===== config.mk =====
export PLATFORM = sky130hd
export DESIGN_NAME = rst_conditioner
export DESIGN_NICKNAME = d
export VERILOG_FILES = /design/src/rtl/rst_conditioner.sv
export SDC_FILE = /design/constraint.sdc
export NUM_CORES = 1
export LEC_CHECK = 0
export ABC_AREA = 1
export BUFFER_PORTS_ARGS = -buffer_cell sky130_fd_sc_hd__buf_4
export CAP_MARGIN = 20
export CORE_AREA = 2 2 39 41
export CTS_CLUSTER_DIAMETER = 200
export DETAILED_ROUTE_END_ITERATION = 8
export DIE_AREA = 0 0 41 43
export MAX_ROUTING_LAYER = met4
export SLEW_MARGIN = 15
export SYNTH_ARGS = -nofsm -noshare
export SYNTH_HDL_FRONTEND = slang
export SYNTH_SLANG_ARGS = --single-unit

===== constraint.sdc =====
create_clock -name clk -period 0.85 [get_ports clk]
set_input_delay 0.17 -clock clk [delete_from_list [all_inputs] [get_ports clk]]
set_output_delay 0.17 -clock clk [all_outputs]
set_load 0.02 [all_outputs]

===== src/rtl/rst_conditioner.sv =====
module rst_conditioner #(
  parameter int FILTER_LEN  = 4,
  parameter int SYNC_STAGES = 2
) (
  input  logic clk,
  input  logic rst_n_raw,
  input  logic test_mode,
  input  logic func_oe,
  output logic rst_n_sync,
  output logic oe_safe
);

  localparam int CW = $clog2(FILTER_LEN + 1);
  localparam logic [CW-1:0] LAST = CW'(FILTER_LEN - 1);

  logic [CW-1:0]          low_cnt;
  logic                   qual;
  logic [SYNC_STAGES-1:0] chain;

  // Low-level qualifier: any high level on the raw input clears it at once.
  always_ff @(posedge clk or posedge rst_n_raw) begin
    if (rst_n_raw) begin
      low_cnt <= '0;
      qual    <= 1'b0;
    end else begin
      if (low_cnt != LAST) low_cnt <= low_cnt + 1'b1;
      if (low_cnt == LAST) qual <= 1'b1;
    end
  end

  // Release chain: cleared asynchronously by the qualified reset.
  always_ff @(posedge clk or posedge qual) begin
    if (qual) chain <= '0;
    else      chain <= {chain[SYNC_STAGES-2:0], 1'b1};
  end

  assign rst_n_sync = test_mode | chain[SYNC_STAGES-1];
  assign oe_safe    = func_oe & rst_n_sync & (rst_n_raw | test_mode);


  hold_low_chk: assert property (@(posedge clk) disable iff ($isunknown({qual, chain}))
    (qual && !test_mode) |-> !rst_n_sync);


  release_two_edge_chk: assert property (@(posedge clk) disable iff ($isunknown({qual, chain}))
    ($rose(rst_n_sync) && !test_mode && $past(!test_mode)) |-> (!qual && $past(!qual)));


  qual_needs_run_chk: assert property (@(posedge clk) disable iff ($isunknown({qual, chain}))
    ((FILTER_LEN > 1) && $rose(qual)) |-> $past(!rst_n_raw));


  test_bypass_chk: assert property (@(posedge clk) disable iff ($isunknown({qual, chain}))
    test_mode |-> rst_n_sync);


  oe_forced_off_chk: assert property (@(posedge clk) disable iff ($isunknown({qual, chain}))
    (!rst_n_raw && !test_mode) |-> !oe_safe);

endmodule


==> results of run 1 <==
-- area by class of cell --
type / count / area (um2) / area share
Tap cell: 16 / 20.0 / 0.0533
Sequential cell: 6 / 150 / 0.400
Inverter: 4 / 15.0 / 0.0400
Timing Repair Buffer: 8 / 66.3 / 0.177
Clock buffer: 3 / 22.5 / 0.0600
Multi-Input combinational cell: 14 / 101 / 0.270
-- registers in the layout, indices dropped and copies added (netlist names) --
register	flops
chain	2
low_cnt	3
qual	1
-- power by group through the flow --
stage                     registers (uW)  logic [uW]  clock network [uW]
after global routing                 293        48.0                 294
after CTS                            293        43.9                 275
final                                293        43.2                 257
after detailed placement             297        37.8                   0
after floorplan                      297        16.5                   0
after global placement               297        37.6                   0
-- final timing paths --
check	depth (start not counted)	slack (ns)	end	startpoint
worst max-delay path	2	-0.27	rst_n_sync	chain[1]
worst min-delay path	1	0.11	chain[1]	qual
worst max register to register	3	-0.14	low_cnt[0]	low_cnt[1]
worst min register to register	1	0.11	chain[1]	qual
max in group asynchronous	3	0.32	qual	rst_n_raw
min in group clk	0	0.34	chain[1]	chain[0]
-- cell usage after synthesis (all sizes together) --
master	n	area, um2
nor2	2	7.51
o21ai	2	10.0
or2	1	6.26
nand2	5	18.8
ha	2	25.0
inv	4	15.0
dfrtp	6	150
xnor2	1	8.76
conb	1	3.75
-- metrics by stage --
step | hold slack (ns) | power (uW) | cells | setup TNS (ns) | cell area [um2]
after detailed placement | 0.0807 | 335 | 46 | -0.594 | 325
after global placement | 0.0781 | 335 | 46 | -0.527 | 325
after CTS | 0.116 | 612 | 51 | -1.06 | 369
after floorplan | -0.0639 | 313 | 24 | -0.383 | 260
final | 0.111 | 593 | 51 | -1.03 | 375
after global routing | 0.128 | 635 | 51 | -1.27 | 375
-- layer usage --
| metal | GRT usage | vias up | share of wire | routed length (um) |
|---|---|---|---|---|
| li1 | - | 96 | - | - |
| met1 | 0.0525 | 87 | 0.43 | 158 |
| met2 | 0.0750 | 6 | 0.43 | 158 |
| met3 | 0.0471 | 2 | 0.11 | 42 |
| met4 | 0.100 | 0 | 0.022 | 8 |
| met5 | - | - | 0 | 0 |
-- cell families (layout without fill, tap and decap cells) --
family	after synthesis	count (layout)	share of synthesized area
other cells	1	1	0.0153
fa+ha+maj	2	2	0.102
compound gates	2	2	0.0408
xor+xnor	1	1	0.0357
simple gates	8	8	0.133
buf+inv	4	15	0.0612
flops	6	6	0.612
-- timing repair --
item | 4_1_cts | 5_1_grt
hold buffers | 1 | 0
hold endpoints to repair | 4 | 0
pin swaps | 2 | 3
setup buffers | 1 | 0
endpoints found under the setup margin | 6 | 6
gates resized for setup | 3 | 2
==> flow_summary.ini, run 1 <==
[cts]
cts_tree = done
htreeDepth = 1
cts.sinks = 6
cts-root-to-sink-buffers = 2
insertion_delay_ns = 0.24
numCtsBuffers = 3
cts_root_buf = clkbuf_4
clk_pin_slew_worst_paths_ns = 0.04

[logic_synthesis]
syn_area_per_cell_um2 = 10.2
ys_types = 9
yosysSeqAreaShare = 0.612
ys_ff_latch = 6
synth_nets = 30
netlist_instances = 24
syn-cell-area_um2 = 245
yosysWarnings = 0

[floorplanning]
fp-row-count = 14
die_w_um = 41
core_mm2 = 0.00138
dieArea_mm2 = 0.00176
io-pin-count = 6
die_h_um = 43
initial_core_util = 0.177

[sta]
min_period_ns = 1.12
hold_viol = 0
worst_slack_ns = -0.269
rsz0062_at_grt = yes
slew_violations = 0
fin_skew_ns = 0.00171
max_freq_mhz = 894
setup_violations = 6
post-route-period-util = 1.32

[routing]
drt_iter0_drc = 0
drc = 0
drtPass1Iterations = 1
ant_nets = 0
viasPerCell = 3.75
vias = 191
drt_wl_total_um = 368
routedWlPerCell_um = 7.22

[global_routing]
grt_pass1_wl_um = 627
grt.overflow.total = 0
antenna_found_initial = 0
grt_pass1_vias = 179
grt_max_degree = 6
grt.total_usage = 0.0663

[critical_path]
crit_path_end_kind = output pin
cp.required_ns = 0.68
crit_chain = or2_1, buf_6
critPathMaxStageDelay_ns = 0.36
critical-path-top-delay-family = flip-flops
start_kind = flop
crit_arrival_ns = 0.95
critPathKind = reg2out
cpMaxStageDelayCell = dfrtp_1
crit_buf_inv = 1
cp_max_fo = 2

[layout]
area_delta_synth_final_pct = 53.1
final_cell_mix = 6 x dfrtp_1, 6 x buf_4, 4 x nand2_1, 3 x inv_1, 3 x clkbuf_4
fin_util = 0.271
nFillCells = 153
antenna_cells = 0
nets = 43
drive_gt1_frac = 0.429

[run]
maxCapViolCount = 0

[placed_design]
dp_slack_ns = -0.139
port_buffers = 5
place_hpwl_um = 262
place.gp.congestion = 0.711

[power_and_ir_drop]
power_switching_uw = 119
power_per_cell_area_mw_per_mm2 = 1580
swShare = 0.200
p_leak_uw = 0.000182
ir_drop_mv = 0.515
seqPwrFrac = 0.494
power.share.combinational = 0.073
clkPwrFrac = 0.433
p_int_uw = 475

[outcome]
violations = setup timing
status = finished with violations

[min_path]
hold_class = reg2async
No activity file was read; power rests on OpenSTA's default activity.
==> run 2: changes to the inputs <==
Settings changed: REMOVE_ABC_BUFFERS from default to 1.
==> run 2 against run 1 <==
  * Utilization unchanged
  * Register-to-register slack worse by 0.02 ns
  * Worst setup slack better by 0.0034 ns
  * The flow still finishes with violations (setup timing)
  * Sequential share of layout area unchanged
==> flow_summary.ini, run 2 (synthesis results as in run 1) <==
[outcome]
status = finished with violations
violations = setup timing

[layout]
antenna_cells = 0
drive_gt1_frac = 0.441
top_regs = low_cnt: 3 flops, chain: 2 flops, qual: 1 flops
design_area_um2 = 375
final_cell_mix = 6 x dfrtp_1, 5 x buf_4, 4 x nand2_1, 3 x inv_1, 3 x clkbuf_4
nets = 42
regMostFlops = low_cnt
largest_reg_flops = 3
fin_util = 0.271
final_common_cell = dfrtp_1
area_delta_synth_final_pct = 53.1
layout.cells.non_filler = 50

[floorplanning]
fp-row-count = 14
die_w_um = 41
core_mm2 = 0.00138
dieArea_mm2 = 0.00176
die_h_um = 43
initial_core_util = 0.177
io-pin-count = 6

[sta]
rsz0062_at_grt = yes
max_freq_mhz = 896
setup_violations = 6
worst_slack_ns = -0.266
post-route-period-util = 1.31
fin_skew_ns = 0.00535
fin_setup_tns_ns = -1.05
min_period_ns = 1.12
hold_viol = 0
slew_violations = 0

[critical_path]
critical-path-top-delay-family = flip-flops
cpMaxStageDelayCell = dfrtp_1
critPathKind = reg2out
cp.required_ns = 0.68
crit_chain = or2_1, buf_6
critPathMaxStageDelay_ns = 0.36
cp_max_fo = 2
crit_arrival_ns = 0.95
crit_path_end_kind = output pin
crit_buf_inv = 1
start_kind = flop

[power_and_ir_drop]
ir_drop_mv = 0.359
p_leak_uw = 0.000183
power_per_cell_area_mw_per_mm2 = 1590

[routing]
routedWlPerCell_um = 7.72
ant_nets = 0
drc = 0
vias = 185
drtPass1Iterations = 2
drt_iter0_drc = 1
drt_wl_total_um = 386
viasPerCell = 3.70

[cts]
cts-root-to-sink-buffers = 2
numCtsBuffers = 3
cts.sinks = 6
htreeDepth = 1
cts_tree = done
post-cts-setup-buffers = 0
insertion_delay_ns = 0.24
cts_root_buf = clkbuf_4
clk_pin_slew_worst_paths_ns = 0.04

[placed_design]
place.gp.congestion = 0.663
place_hpwl_um = 265
port_buffers = 5
dp.cells = 46
dpl_cell_area_um2 = 310

[global_routing]
grt_pass1_vias = 185
grt_max_degree = 6
grt.total_usage = 0.0705
grt.overflow.total = 0
grt_pass1_wl_um = 683
antenna_found_initial = 0

[min_path]
hold_class = reg2async

[run]
maxCapViolCount = 0
==> run 2: per-layer routing <==
layer  GRT usage  vias up  share of wire
met5           -        -              0
li1            -       93              -
met1      0.0561       86           0.42
met3      0.0471        0           0.10
met4       0.100        0              0
met2      0.0844        6           0.47
==> run 2: final timing paths <==
path                               to  cells after the start        from  slack, ns
max                        rst_n_sync                      2    chain[1]      -0.27
min                          chain[0]                      1        qual       0.11
max reg2reg                low_cnt[0]                      3  low_cnt[0]      -0.16
min reg2reg                  chain[0]                      1        qual       0.11
max in group asynchronous        qual                      3   rst_n_raw       0.30
min in group clk             chain[1]                      0    chain[0]       0.34
==> run 2: where the power goes <==
group	total (uW)	switching (uW)	internal [uW]
clock	260	100	160
sequential	293	1.42	292
combinational	44.1	20.5	23.6
==> run 2: stage by stage <==
step,hold WS (ns),total power (uW),worst slack [ns]
2_1_floorplan,-0.0639,313,-0.192
5_1_grt,0.144,643,-0.314
3_5_place_dp,0.0833,336,-0.220
4_1_cts,0.117,612,-0.281
3_3_place_gp,0.0797,335,-0.207
6_report,0.113,597,-0.266
==> run 2: timing repair <==
item	4_1_cts	5_1_grt
hold buffers	1	0
pin swaps	5	3
setup endpoints to repair	6	6
endpoints found under the hold margin	4	0
gates resized for setup	8	2
==> run 2: layout make-up <==
type                    instances  area [um2]
flip-flops and latches          6         150
fillers                       156        1010
clock buffers                   3        22.5
multi-input cells              14         109
inverters                       4        15.0
well taps                      16        20.0
repair buffers                  7        58.8
==> run 2: worst reg2reg max path, stage by stage, from the launching register on <==
cell	delay (ns)
dfrtp_1	0.37
ha_2	0.20
ha_4	0.18
xnor2_2	0.13
